--- src/rtl/hum_cache.sv ---
module hum_cache #(
  parameter int ADDR_W  = 16,
  parameter int DATA_W  = 32,
  parameter int IDX_W   = 4,
  parameter int BACKOFF = 2
) (
  input  logic              clk,
  input  logic              rst_n,
  input  logic              cpu_valid,
  output logic              cpu_ready,
  input  logic              cpu_we,
  input  logic [ADDR_W-1:0] cpu_addr,
  input  logic [DATA_W-1:0] cpu_wdata,
  output logic              rsp_valid,
  output logic [DATA_W-1:0] rsp_data,
  output logic              bus_req,
  input  logic              bus_gnt,
  input  logic              bus_retry_in,
  output logic [ADDR_W-1:0] bus_addr,
  output logic              bus_wb,
  output logic [ADDR_W-1:0] bus_wb_addr,
  output logic [DATA_W-1:0] bus_wb_data,
  input  logic              bus_fill_valid,
  input  logic [DATA_W-1:0] bus_fill_data,
  input  logic              snp_valid,
  output logic              snp_retry
);
  localparam int LINES  = 1 << IDX_W;
  localparam int TAG_W  = ADDR_W - IDX_W;
  localparam int BCNT_W = $clog2(BACKOFF + 1);

  typedef enum logic [1:0] {S_IDLE, S_REQ, S_BACK, S_WAIT} st_t;

  st_t               st;
  logic [BCNT_W-1:0] bcnt;
  logic [TAG_W-1:0]  tag_q [LINES];
  logic [DATA_W-1:0] dat_q [LINES];
  logic [LINES-1:0]  vld_q, drt_q;
  logic [ADDR_W-1:0] pend_addr;
  logic [DATA_W-1:0] pend_wdata;
  logic              pend_we, hu_q;
  logic              rsp_v;
  logic [DATA_W-1:0] rsp_d;
  logic              wb_q;
  logic [ADDR_W-1:0] wb_addr_q;
  logic [DATA_W-1:0] wb_data_q;

  logic [IDX_W-1:0] idx, pidx;
  logic [TAG_W-1:0] tg;
  logic hit, miss_pend, accept, fill;

  assign idx       = cpu_addr[IDX_W-1:0];
  assign tg        = cpu_addr[ADDR_W-1:IDX_W];
  assign pidx      = pend_addr[IDX_W-1:0];
  assign hit       = vld_q[idx] && (tag_q[idx] == tg);
  assign miss_pend = (st != S_IDLE);
  assign cpu_ready = !miss_pend || (hit && (idx != pidx) && (cpu_we || pend_we));
  assign accept    = cpu_valid && cpu_ready;
  assign fill      = (st == S_WAIT) && bus_fill_valid;

  assign rsp_valid   = rsp_v;
  assign rsp_data    = rsp_d;
  assign bus_req     = (st == S_REQ);
  assign bus_addr    = pend_addr;
  assign bus_wb      = wb_q;
  assign bus_wb_addr = wb_addr_q;
  assign bus_wb_data = wb_data_q;
  assign snp_retry   = snp_valid && miss_pend && hu_q;

  always_ff @(posedge clk) begin
    if (accept && hit && cpu_we) dat_q[idx] <= cpu_wdata;
    if (fill) begin
      tag_q[pidx] <= pend_addr[ADDR_W-1:IDX_W];
      dat_q[pidx] <= pend_we ? pend_wdata : bus_fill_data;
    end
  end

  always_ff @(posedge clk) begin
    if (!rst_n) begin
      st         <= S_IDLE;
      bcnt       <= '0;
      vld_q      <= '0;
      drt_q      <= '0;
      pend_addr  <= '0;
      pend_wdata <= '0;
      pend_we    <= 1'b0;
      hu_q       <= 1'b0;
      rsp_v      <= 1'b0;
      rsp_d      <= '0;
      wb_q       <= 1'b0;
      wb_addr_q  <= '0;
      wb_data_q  <= '0;
    end else begin
      rsp_v <= 1'b0;
      if (accept && hit) begin
        if (cpu_we) drt_q[idx] <= 1'b1;
        else begin
          rsp_v <= 1'b1;
          rsp_d <= dat_q[idx];
        end
        if (miss_pend) hu_q <= 1'b1;
      end
      if (accept && !hit) begin
        pend_addr  <= cpu_addr;
        pend_we    <= cpu_we;
        pend_wdata <= cpu_wdata;
        wb_q       <= vld_q[idx] && drt_q[idx];
        wb_addr_q  <= {tag_q[idx], idx};
        wb_data_q  <= dat_q[idx];
        st         <= S_REQ;
      end
      case (st)
        S_REQ:
          if (bus_gnt) begin
            if (bus_retry_in) begin
              st   <= S_BACK;
              bcnt <= BCNT_W'(BACKOFF - 1);
            end else st <= S_WAIT;
          end
        S_BACK:
          if (bcnt == '0) st <= S_REQ;
          else bcnt <= bcnt - 1'b1;
        S_WAIT:
          if (bus_fill_valid) begin
            st          <= S_IDLE;
            vld_q[pidx] <= 1'b1;
            drt_q[pidx] <= pend_we;
            hu_q        <= 1'b0;
            wb_q        <= 1'b0;
            if (!pend_we) begin
              rsp_v <= 1'b1;
              rsp_d <= bus_fill_data;
            end
          end
        default: ;
      endcase
    end
  end
endmodule

--- config.mk ---
export PLATFORM = sky130hd
export DESIGN_NAME = hum_cache
export DESIGN_NICKNAME = d
export VERILOG_FILES = /design/src/rtl/hum_cache.sv
export SDC_FILE = /design/constraint.sdc
export NUM_CORES = 2
export LEC_CHECK = 0
export BUFFER_PORTS_ARGS = -buffer_cell sky130_fd_sc_hd__clkbuf_2
export CAP_MARGIN = 20
export CORE_MARGIN = 1.5
export CORE_UTILIZATION = 44
export DETAILED_ROUTE_END_ITERATION = 12
export HOLD_SLACK_MARGIN = 0.08
export PLACE_DENSITY_LB_ADDON = 0.2
export SLEW_MARGIN = 20
export SYNTH_ARGS = -nofsm -noshare
export SYNTH_HDL_FRONTEND = slang
export SYNTH_SLANG_ARGS = --single-unit
--- constraint.sdc ---
create_clock -name clk -period 11.52 [get_ports clk]
set_input_delay 1.728 -clock clk [delete_from_list [all_inputs] [get_ports clk]]
set_output_delay 1.728 -clock clk [all_outputs]
set_load 0.02 [all_outputs]
==> qor.yml <==
timing:
  final.setup.tns_ns: 0
  post-route-period-util_pct: 66.7
  worstMarginPinSlew_ns: 1.24
  skew_ns: 0.0466
  slew_headroom_pct: 17.6
  fmax_mhz: 130
  setup_viol_count_final: 0
  fin_crit_ns: 7.68
  hold_viol_final: 0
  drv_slew: 0
  rsz0062_at_grt: "false"
synthesis:
  avgSynthCellArea_um2: 12.3
  synth_warnings: 0
  netlist_top_cells_count: "732 x nand2_1, 704 x edfxtp_1, 572 x o21ai_0, 274 x clkbuf_1, 209 x mux4_2"
  synth_top_flop_cell: "edfxtp_1"
  synth_cell_types: 51
  synth_area_leader_cell: "edfxtp_1"
  synth_seq_cells: 868
  netlist_area_mm2: 0.0400
  yosysMostFrequentCell: "nand2_1"
  ys_seq_area_share_pct: 61.0
  synth_area_leaders: "edfxtp_1 53%, mux4_2 12%, dfxtp_1 8.2%"
  synth_nets: 3350
  synth.top_cell.area_share_pct: 52.8
  synth_edf_count: 704
  synthCells: 3261
  async_flop_share_pct: 0
worst_setup_path:
  start_kind: "primary input"
  path_class: "primary input to output port"
  cp_common_cell: "buf_4"
  cp_slowest_cell: "buf_4"
  crit_start: "cpu_addr[3]"
  timing.rr.start: "tag_q[11][0]"
  arrival_ns: 5.95
  crit_chain: "buf_4 -> buf_4 -> mux4_2 -> mux2i_1 -> xnor2_1 -> nor3_1 -> a41oi_1 -> nor3_2 -> buf_4 -> nand3_1 -> nand2_1 -> clkbuf_2"
  crit_path_max_fanout: 49
  slowest_delay_ns: 0.76
  cp.required_ns: 9.79
  cp-end-kind: "output port"
grt:
  antenna_found_initial: 2
  grt_pass1_wl_mm: 180
  grt_max_degree: 100
  grt_pass1_vias: 26800
  grt_usage_pct: 26.3
  overflow: 0
cells_and_area:
  fin_area_mm2: 0.0451
  final-seq-area_mm2: 0.0244
  multi_input_area_mm2: 0.0144
  area_growth_pct: 12.6
  nFillCells: 7763
  drive_gt1_share_pct: 20.2
  stdcell_count: 4501
  layout.nets: 3332
  antennaDiodeCount: 0
pwr:
  power_density_mw_per_mm2: 162
  leakage_nw: 16.7
  peakVddDrop_mv: 0.129
  internal-power_mw: 5.57
  switching_share_pct: 23.8
  finalPower_mw: 7.32
  seqPwrFrac_pct: 47.3
  combinationalPowerShare_pct: 8.0
  clkPwrFrac_pct: 44.7
  power.switching_mw: 1.74
worst_hold_path:
  worstHoldPathType: "flip-flop to flip-flop"
  hold_start: "pend_wdata[30]"
detailed_routing:
  drc: 0
  wl_per_cell_um: 27.2
  drtIter0Drc: 3514
  num_vias: 27300
  viasPerCell: 6.06
  drt-pass1-iter-count: 6
  wirelength_mm: 123
  ant_nets: 0
clock_network:
  clk_latency_ns: 0.69
  cts_setup_buffers: 0
  cts_hold_buf: 0
  cts-htree-levels: 3
  cts_tree: "yes"
  clkSlewWorstSetupHoldPaths_ns: 0.06
  cts_root_buf: "clkbuf_16"
  clockBufferDepth: 3
  cts_buffers: 94
  cts_resized: 0
  clock-sinks: 868
place:
  placed_cells: 4322
  port_buffers: 188
  post_dp_cell_area_mm2: 0.0416
  dp_hpwl_mm: 70.4
  gp_congestion: 0.866
job:
  drv_cap: 0
die:
  fp.dieH_um: 305
  num_io_pins: 189
  die_x_um: 305
  num_rows: 110
  start_util_pct: 44.5
  design.core.area_mm2: 0.0900
  dieArea_mm2: 0.0928
run_status:
  status: "finished, final reports clean"
-- registers in the layout, indices dropped and copies added, names as in the netlist --
| name | flops |
|---|---|
| hu_q | 1 |
| bus_wb_data | 32 |
| bcnt | 2 |
| bus_wb_addr | 12 |
| st | 2 |
| vld_q | 16 |
| drt_q | 16 |
| rsp_data | 32 |
| bus_wb | 1 |
| rsp_valid | 1 |
| dat_q | 512 |
| pend_we | 1 |
| tag_q | 192 |
| pend_wdata | 32 |
| bus_addr | 16 |
-- power by group through the flow --
stage | Sequential, mW | Clock [mW] | Combinational (mW)
finish | 3.46 | 3.27 | 0.582
floorplan | 3.54 | 0 | 0.372
detailed placement | 3.53 | 0 | 0.575
global placement | 3.52 | 0 | 0.560
CTS | 3.46 | 3.31 | 0.577
global route | 3.47 | 3.43 | 0.631
-- placed cells by master, fill, tap and decap left out, types with 9 or more instances in the layout --
cell type,netlist,routed
nand2_1,732,712
edfxtp_1,704,704
o21ai_0,572,568
mux4_2,209,209
clkbuf_2,0,183
dfxtp_1,164,163
mux2i_1,167,144
clkbuf_16,0,97
nor2_1,69,69
buf_4,12,52
nand4_1,44,44
a31oi_1,41,41
o31ai_1,37,33
inv_1,25,25
nand3_1,27,23
mux2i_2,0,23
nand2_2,0,19
clkinv_2,0,19
clkbuf_1,274,16
a21oi_1,16,15
bufinv_16,0,15
and3_1,12,12
xnor2_1,12,12
xor2_1,10,10
nor2b_1,10,9
clkinv_1,0,9
clkbuf_8,0,9
-- routing by layer --
layer | vias up | global-route usage, % | part of all wire, %
li1 | 12000 | - | -
met2 | 1423 | 42.7 | 47
met1 | 13600 | 36.1 | 40
met4 | 4 | 8.03 | 3.0
met5 | - | 0 | 0.031
met3 | 208 | 4.81 | 9.7
-- kinds of logic (layout without fill, tap and decap cells) --
group | Yosys count | after routing | synth area share, %
adders and majority gates | 1 | 1 | 0.0313
muxes | 379 | 379 | 16.0
AOI/OAI and AO/OA | 695 | 695 | 9.26
and+or+nand+nor | 917 | 917 | 9.30
buffers and inverters | 379 | 443 | 3.87
xor gates and xnor gates | 22 | 22 | 0.481
DFF | 868 | 868 | 61.0
-- metrics by stage --
stage,hold slack [ns],setup WS [ns],util [%]
finish,0.455,3.84,50.1
global route,0.476,3.61,50.1
CTS,0.458,3.87,50.0
detailed placement,0.449,3.90,46.2
global placement,0.441,3.90,46.2
floorplan,0.434,4.72,-
-- worst max-delay path, delay by kind of cell --
family / cells / cell delay [ns]
AO/OA/AOI/OAI: 1 / 0.20
XOR/XNOR: 1 / 0.12
buffers and inverters: 4 / 2.17
multiplexers: 2 / 0.75
AND/OR/NAND/NOR: 4 / 0.92
-- worst paths after layout --
path / slack, ns / cells after the start / end
setup reg to reg: 6.54 / 8 / dat_q[5][27]
hold reg to reg: 0.46 / 2 / pend_wdata[30]
setup / recovery: 3.84 / 12 / cpu_ready
hold / removal: 0.46 / 2 / pend_wdata[30]
-- cell type report --
type | count | area share (%)
clock buffers | 121 | 5.76
clock inverters | 57 | 1.72
inverters | 26 | 0.216
multi-input cells | 2014 | 31.8
flip-flops and latches | 868 | 54.2
well taps | 1176 | 3.26
repair buffers | 239 | 3.01
Note: power is estimated with default switching activity, not from simulation.
